===== config.mk =====
export PLATFORM = sky130hd
export DESIGN_NAME = pci_xlate_window
export DESIGN_NICKNAME = d
export VERILOG_FILES = /design/src/rtl/pci_xlate_window.sv
export SDC_FILE = /design/constraint.sdc
export NUM_CORES = 1
export LEC_CHECK = 0
export BUFFER_PORTS_ARGS = -buffer_cell sky130_fd_sc_hd__buf_2
export CORE_UTILIZATION = 35
export CTS_BUF_LIST = sky130_fd_sc_hd__clkbuf_8
export DETAILED_ROUTE_END_ITERATION = 8
export MAX_ROUTING_LAYER = met4
export SYNTH_ARGS = -nofsm -noshare
export SYNTH_HDL_FRONTEND = slang
export SYNTH_SLANG_ARGS = --single-unit
export TNS_END_PERCENT = 50

===== constraint.sdc =====
create_clock -name clk -period 2.6 [get_ports clk]
set_clock_uncertainty 0.1 [all_clocks]
set_input_delay 0.26 -clock clk [delete_from_list [all_inputs] [get_ports clk]]
set_output_delay 0.26 -clock clk [all_outputs]
set_load 0.02 [all_outputs]

===== src/rtl/pci_xlate_window.sv =====
module pci_xlate_window #(
  parameter int IDSEL_LO = 13,
  parameter int CFG_BITS = 20
) (
  input  logic        clk,
  input  logic        rst_n,
  input  logic        cpu_valid,
  input  logic        cpu_write,
  input  logic [31:0] cpu_addr,
  input  logic [1:0]  cpu_size,
  input  logic [31:0] cpu_wdata,
  output logic        cpu_done,
  output logic        cpu_err,
  output logic [31:0] cpu_rdata,
  input  logic        reg_we,
  input  logic        reg_sel,
  input  logic [31:0] reg_wdata,
  output logic [31:0] reg_rdata,
  output logic        pci_valid,
  output logic [3:0]  pci_cmd,
  output logic [31:0] pci_addr,
  output logic [3:0]  pci_be,
  output logic [31:0] pci_wdata,
  input  logic        pci_ack,
  input  logic        pci_abort,
  input  logic [31:0] pci_rdata
);
  localparam int NDEV = CFG_BITS - IDSEL_LO;

  typedef enum logic [1:0] {S_IDLE, S_BUS, S_RESP} st_t;
  st_t state;

  logic       cfg_mode;
  logic [1:0] hi_bits;
  logic       abort_flag;

  wire        hit   = (cpu_addr[31:30] == 2'b10);
  wire [29:0] off   = cpu_addr[29:0];
  wire [NDEV-1:0] idsel = off[CFG_BITS-1:IDSEL_LO];
  wire        sel_one  = (idsel != '0) && ((idsel & (idsel - 1'b1)) == '0);
  wire        cfg_ok   = (off[29:CFG_BITS] == '0) && sel_one;
  wire        accept   = (state == S_IDLE) && cpu_valid && hit;
  wire        local_ab = accept && cfg_mode && !cfg_ok;
  wire        bus_ab   = (state == S_BUS) && pci_abort;
  wire        flag_clr = reg_we && reg_sel && reg_wdata[0];
  wire        unused_wdata = &{1'b0, reg_wdata[31:4]};

  logic [3:0]  be_c;
  logic [31:0] addr_c;

  always_comb begin
    case (cpu_size)
      2'd0:    be_c = 4'b0001 << cpu_addr[1:0];
      2'd1:    be_c = cpu_addr[1] ? 4'b1100 : 4'b0011;
      default: be_c = 4'b1111;
    endcase
  end

  assign addr_c = cfg_mode
    ? {{(32-CFG_BITS){1'b0}}, idsel, {(IDSEL_LO-11){1'b0}}, off[10:2], 2'b00}
    : {hi_bits, off};

  assign pci_valid = (state == S_BUS);
  assign cpu_done  = (state == S_RESP);
  assign reg_rdata = reg_sel ? {31'b0, abort_flag} : {28'b0, hi_bits, cfg_mode, 1'b0};

  always_ff @(posedge clk) begin
    if (!rst_n) begin
      cfg_mode <= 1'b0;
      hi_bits  <= 2'b00;
    end else if (reg_we && !reg_sel) begin
      cfg_mode <= reg_wdata[1];
      hi_bits  <= reg_wdata[3:2];
    end
  end

  always_ff @(posedge clk) begin
    if (!rst_n) abort_flag <= 1'b0;
    else if (local_ab || bus_ab) abort_flag <= 1'b1;
    else if (flag_clr) abort_flag <= 1'b0;
  end

  always_ff @(posedge clk) begin
    if (!rst_n) begin
      state     <= S_IDLE;
      pci_cmd   <= 4'h0;
      pci_addr  <= '0;
      pci_be    <= 4'h0;
      pci_wdata <= '0;
      cpu_err   <= 1'b0;
      cpu_rdata <= '0;
    end else begin
      case (state)
        S_IDLE: begin
          if (local_ab) begin
            state     <= S_RESP;
            cpu_err   <= 1'b1;
            cpu_rdata <= '1;
          end else if (accept) begin
            state     <= S_BUS;
            pci_cmd   <= cfg_mode ? {3'b101, cpu_write} : {3'b011, cpu_write};
            pci_addr  <= addr_c;
            pci_be    <= be_c;
            pci_wdata <= cpu_wdata;
          end
        end
        S_BUS: begin
          if (pci_abort) begin
            state     <= S_RESP;
            cpu_err   <= 1'b1;
            cpu_rdata <= '1;
          end else if (pci_ack) begin
            state     <= S_RESP;
            cpu_err   <= 1'b0;
            cpu_rdata <= pci_rdata;
          end
        end
        default: state <= S_IDLE;
      endcase
    end
  end
endmodule



# ---- Yosys cells after proc, flatten, opt, wreduce, memory -nomap -nowiden
# Index checks and enable logic that the tools add are counted.
dict set report op_classes {
  bitwise 2
  n_lt_le_gt_ge 0
  mul 0
  muxes 20
  shifts 1
  n_reduce_logical 23
  n_addsub 1
  eq_ne 7
  div_mod_pow 0
}
# operator count
set ops {}
lappend ops {{32-bit 2-to-1 mux} 4}
lappend ops {{32-bit case mux with 2 select lines} 1}
lappend ops {{4-bit 2-to-1 mux} 3}
lappend ops {{1-bit logical AND} 10}
lappend ops {{10-bit logical NOT} 1}
lappend ops {{2-bit 2-to-1 mux} 4}
lappend ops {{4-bit case mux with 2 select lines} 1}
lappend ops {{7-bit AND} 1}
lappend ops {{7-bit logical NOT} 1}
lappend ops {{7-bit nonzero test} 1}
lappend ops {{7-bit by 1-bit subtractor with 7-bit output (second input constant)} 1}
lappend ops {{3-bit AND reduction} 2}
lappend ops {{1-bit 2-to-1 mux} 5}
lappend ops {{2-bit by 1-bit == test with 1-bit output (second input constant)} 2}
lappend ops {{2-bit == test (second input constant)} 2}
lappend ops {{2-bit logical NOT} 2}
lappend ops {{2-bit case mux with 2 select lines} 1}
lappend ops {{2-bit nonzero test} 2}
lappend ops {{1-bit by 2-bit << shifter with 4-bit output (first input constant)} 1}
lappend ops {{3-bit by 1-bit != test with 1-bit output (second input constant)} 1}
lappend ops {{3-bit != test (second input constant)} 1}
lappend ops {{1-bit logical NOT} 2}
lappend ops {{2-bit != test (second input constant)} 1}
lappend ops {{1-bit case mux with 2 select lines} 1}
lappend ops {{other kinds (3)} 3}
dict set report word_totals {
  ramBits 0
  mem_count 0
  mem_bits_ro 0
  input_bits 138
  ff_bits 111
  output_inout_bits 139
  wordCells 64
  latchBits 0
}

# ---- Depth between registers and ports, before layout
dict set report depth {
  word_depth 9
  ltp_mapped 7
  ltp_nobuf 5
}

# ---- Least setup slack after synthesis
# No wires, ideal clock.
dict set report synth_path {
  kind {in2reg}
  startpoint {input cpu_addr[16]}
  endpoint {register pci_be[1]}
  t_arrival_ns 1.673
  setup_slack_ns 0.691
  path_stages 6
  t_required_ns 2.364
  setup_ns 0.136
  cell_sequence {nor3_2 -> a211o_2 -> a2111o_1 -> buf_6 -> a2111oi_0 -> a211oi_1}
}
dict set report synth_between {
  elab_chain_len 9
  elab_cells_between_ends 10
}
# item line
set synth_lines {}
lappend synth_lines {{start: declaration} 9} ;# input logic [31:0] cpu_addr,
lappend synth_lines {{7-bit by 1-bit subtractor with 7-bit output} 40} ;# wire sel_one = (idsel != '0) && ((idsel & (idsel - 1'b1)) == '0);
lappend synth_lines {{7-bit AND} 40}
lappend synth_lines {{7-bit logical NOT} 40}
lappend synth_lines {{1-bit logical AND *} 40}
lappend synth_lines {{1-bit logical AND *} 41} ;# wire cfg_ok = (off[29:CFG_BITS] == '0) && sel_one;
lappend synth_lines {{1-bit logical NOT *} 43} ;# wire local_ab = accept && cfg_mode && !cfg_ok;
lappend synth_lines {{1-bit logical AND *} 43}
lappend synth_lines {{1-bit inverter (no line) *} --}
lappend synth_lines {{3-bit AND reduction (no line) *} --}
lappend synth_lines {{end signal: assignment} 88} ;# pci_be <= 4'h0;
lappend synth_lines {{end signal: assignment} 103} ;# pci_be <= be_c;
lappend synth_lines {{end: declaration} 22} ;# output logic [3:0] pci_be,
# Mark *: on every way between the ends. The rest lies on a longest branch, timed or not.
# A chain may end at the register's enable or synchronous reset.

# ---- Final worst setup path
dict set report layout_path {
  startpoint {register state[1]}
  endpoint {register pci_wdata[4]}
}
dict set report layout_between {
  elab_chain_len 7
}
# item line
set layout_lines {}
lappend layout_lines {{start: declaration} 31} ;# st_t state;
lappend layout_lines {{start signal: assignment} 85} ;# state <= S_IDLE;
lappend layout_lines {{start signal: assignment} 96} ;# state <= S_RESP;
lappend layout_lines {{start signal: assignment} 100} ;# state <= S_BUS;
lappend layout_lines {{2-bit logical NOT *} {42, 93}}
lappend layout_lines {{1-bit logical AND (2 in series)} 42} ;# wire accept = (state == S_IDLE) && cpu_valid && hit;
lappend layout_lines {{1-bit logical AND (2 in series)} 43}
lappend layout_lines {{1-bit inverter (no line)} --}
lappend layout_lines {{3-bit AND reduction (no line) *} --}
lappend layout_lines {{end signal: assignment} 104} ;# pci_wdata <= cpu_wdata;
lappend layout_lines {{end: declaration} 23} ;# output logic [31:0] pci_wdata,
# Marks and branches as above.

==> results.sh <==
export IMPL_status="finished clean"
export IMPL_wl_um=16900
export IMPL_slew_violations=0
export IMPL_synth_edf_count=0
export IMPL_die_h_um=130
export IMPL_r2r_start="state[1]$_SDFFE_PN0P_"
export IMPL_core_area_um2=15900
export IMPL_crit_end="pci_wdata[4]$_SDFFE_PN0P_"
export IMPL_max_freq_mhz=489
export IMPL_rsz0062_at_grt="no"
export IMPL_crit_chain="nand4bb_1 > or2_2 > buf_4 > a31oi_1 > o211ai_1"
export IMPL_grt_pass1_wl_um=25500
export IMPL_timing_critical_path_buf_inv=1
export IMPL_syn2layout_area_growth_pct=25.6
export IMPL_htree_levels=3
export IMPL_rows=46
export IMPL_dp_slack_ns=0.289
export IMPL_maxSlewHeadroom=0.442
export IMPL_track_usage=0.197
export IMPL_numCtsBuffers=9
export IMPL_yosys_warnings=0
export IMPL_viasPerCell=5.36
export IMPL_hold_class="input port to register"
export IMPL_holdWs_ns=0.0199
export IMPL_worst_pin_slew_ns=0.837
export IMPL_place_hpwl_um=10900
export IMPL_end_kind="register"
export IMPL_post_drt_wl_per_cell_um=15.3
export IMPL_arrival_ns=2.23
export IMPL_antenna_left=0
export IMPL_synthFlopType="dfxtp_1"
export IMPL_crit_cells=5
export IMPL_start_util=0.358
export IMPL_synth_seq_cells=111
export IMPL_path_delay_family="simple AND/OR/NAND/NOR gates"
export IMPL_post_cts_resize_count=0
export IMPL_grt_overflow=0
export IMPL_synth_area_um2=5690
export IMPL_dr_pass1_iters=4
export IMPL_cts_clk_slew_worst_paths_ns=0.14
export IMPL_reg2reg_depth=5
export IMPL_yosysSeqAreaShare=0.390
export IMPL_antenna_found_initial=0
export IMPL_io_pins=277
export IMPL_insertion_delay_ns=0.39
export IMPL_dieWidth_um=130
export IMPL_worstSetupPathType="register to register"
export IMPL_cts_sinks=111
export IMPL_crit_required_ns=2.78
export IMPL_fin_crit_sh=0.787
export IMPL_slowest_delay_ns=0.58
export IMPL_drv_cap=0
export IMPL_async_flop_share=0
export IMPL_rrSetupSlack_ns=0.55
export IMPL_grt_pass1_vias=4811
export IMPL_hold_violations=0
export IMPL_fin_crit_ns=2.05
export IMPL_nets=1018
export IMPL_start_kind="register"
export IMPL_cellLeakagePower_nw=2.99
export IMPL_postSynthAreaPerCell_um2=8.04
export IMPL_p_per_area_nw_per_um2=493
export IMPL_die_area_um2=16800
export IMPL_setup_tns_final_ns=0
export IMPL_critPathLaunch="state[1]$_SDFFE_PN0P_"
export IMPL_fill_cells=1648
export IMPL_cts_root_buf="clkbuf_8"
export IMPL_final_layout_size_suffix_gt1_frac=0.294
export IMPL_finalCoreUtilization=0.450
export IMPL_netlist_cell_type_count=37
export IMPL_synth_top_area_share=0.390
export IMPL_peakVddDrop_v=0.000246
export IMPL_synth_area_leaders="dfxtp_1 39%, and4_1 7.4%, o211ai_1 6.5%"
export IMPL_fin_ws_ns=0.555
export IMPL_num_vias=5904
export IMPL_setup_viol=0
export IMPL_numPortBuffers=220
export IMPL_drt_iter0_drc=263
export IMPL_syn_inst=708
export IMPL_drc=0
export IMPL_critPathMaxFanout=28
export IMPL_diodes=0
export IMPL_cts_tree="done"
export IMPL_yosys_area_top_type="dfxtp_1"
export IMPL_place_congestion=0.750
export IMPL_clk_path_buf_depth=2
export IMPL_cp_slowest_cell="or2_2"
export IMPL_grt_max_degree=80
export IMPL_r2r_end="pci_wdata[4]$_SDFFE_PN0P_"
-- stage by stage --
| step | cell area (µm²) | std cells | total power [mW] |
|---|---|---|---|
| 3_5_place_dp | 6860 | 1077 | 2.44 |
| 2_1_floorplan | 5790 | 735 | 2.23 |
| 6_report | 7150 | 1101 | 3.53 |
| 5_1_grt | 7150 | 1101 | 3.68 |
| 4_1_cts | 7150 | 1101 | 3.56 |
| 3_3_place_gp | 6860 | 1077 | 2.43 |
-- cell usage after synthesis, types with 2 or more instances --
cell,n
buf_4,28
and2_1,18
buf_2,8
nor2b_1,5
a31oi_1,50
and4_1,48
nor3_1,4
nand4_1,50
mux2i_1,2
a211oi_1,21
o211ai_1,49
o21a_1,3
nand3_1,52
inv_1,7
nor4_1,2
a2111oi_0,5
a21boi_0,2
a21oi_1,39
nor2_1,60
buf_1,6
dfxtp_1,111
nand2_1,6
clkbuf_1,68
o21ai_0,51
-- what timing repair did --
action                                 CTS  global route
hold buffers                             8             0
endpoints found under the hold margin    8             0
setup buffers                            0             0
setup endpoints to repair                0             0
-- cell usage in the layout (no fill, tap or decap), types with 2 or more instances in the layout --
cell and count:
a2111oi_0 5, a211oi_1 21, a21boi_0 2, a21oi_1 39, a31oi_1 50, and2_1 18
and4_1 48, buf_12 7, buf_2 219, buf_4 10, clkbuf_8 9, clkinv_8 3
conb_1 28, dfxtp_1 110, dlygate4sd3_1 8, inv_1 7, inv_8 2, mux2i_1 2
nand2_1 6, nand3_1 52, nand4_1 50, nor2_1 59, nor2b_1 5, nor3_1 4
nor4_1 2, o211ai_1 49, o21a_1 3, o21ai_0 51
-- registers in the layout, summed over array words and instances, names as in the netlist --
register / flops
abort_flag: 1
cfg_mode: 1
cpu_err: 1
cpu_rdata: 32
hi_bits: 2
pci_addr: 32
pci_be: 4
pci_cmd: 4
pci_wdata: 32
state: 2
-- cell type report --
cell class	instances	area [µm²]	area share
Timing Repair Buffer	245	1400	0.196
Inverter	8	30.0	0.00420
Clock buffer	9	124	0.0173
Clock inverter	7	87.6	0.0123
Tap cell	216	270	0.0378
Multi-Input combinational cell	505	3010	0.421
Sequential cell	111	2220	0.311
-- worst min-delay path: cells and delay by family --
family | cells | cell delay, ns
compound gates | 2 | 0.17
buf+inv | 1 | 0.07
-- worst min path at each step --
stage                                       start                    endpoint  depth (start not counted)
after floorplan                      reg_wdata[1]       cfg_mode$_SDFFE_PN0P_                          2
after global placement    pci_cmd[1]$_SDFFE_PN0P_     pci_cmd[1]$_SDFFE_PN0P_                          1
after detailed placement  pci_cmd[1]$_SDFFE_PN0P_     pci_cmd[1]$_SDFFE_PN0P_                          1
after CTS                           pci_rdata[11]  cpu_rdata[11]$_SDFFE_PN0P_                          3
after global routing                  cpu_addr[6]    pci_addr[6]$_SDFFE_PN0P_                          3
final                               pci_rdata[30]  cpu_rdata[30]$_SDFFE_PN0P_                          3
-- where the power goes --
| part | internal, mW | switching, mW | total (mW) |
|---|---|---|---|
| clock | 0.391 | 0.727 | 1.12 |
| sequential | 1.77 | 0.0403 | 1.81 |
| combinational | 0.214 | 0.382 | 0.596 |
| total | 2.38 | 1.15 | 3.53 |
-- cells by family (layout without fill, tap and decap cells) --
| kind of cell | Yosys count | count (layout) | synth area share |
|---|---|---|---|
| xor gates and xnor gates | 1 | 1 | 0.00154 |
| other | 1 | 28 | 0.000659 |
| DFF | 111 | 111 | 0.390 |
| and+or+nand+nor | 251 | 251 | 0.258 |
| buffers and inverters | 119 | 269 | 0.100 |
| muxes | 2 | 2 | 0.00352 |
| AOI/OAI and AO/OA | 223 | 223 | 0.246 |
-- layer usage --
metal,global-route usage,wire length [µm],vias up
met2,0.306,7880,160
met3,0.0339,866,16
met5,-,0,-
met1,0.254,7850,2749
li1,-,-,2979
met4,0.0725,287,0
Power figures use the tool's default switching activity.
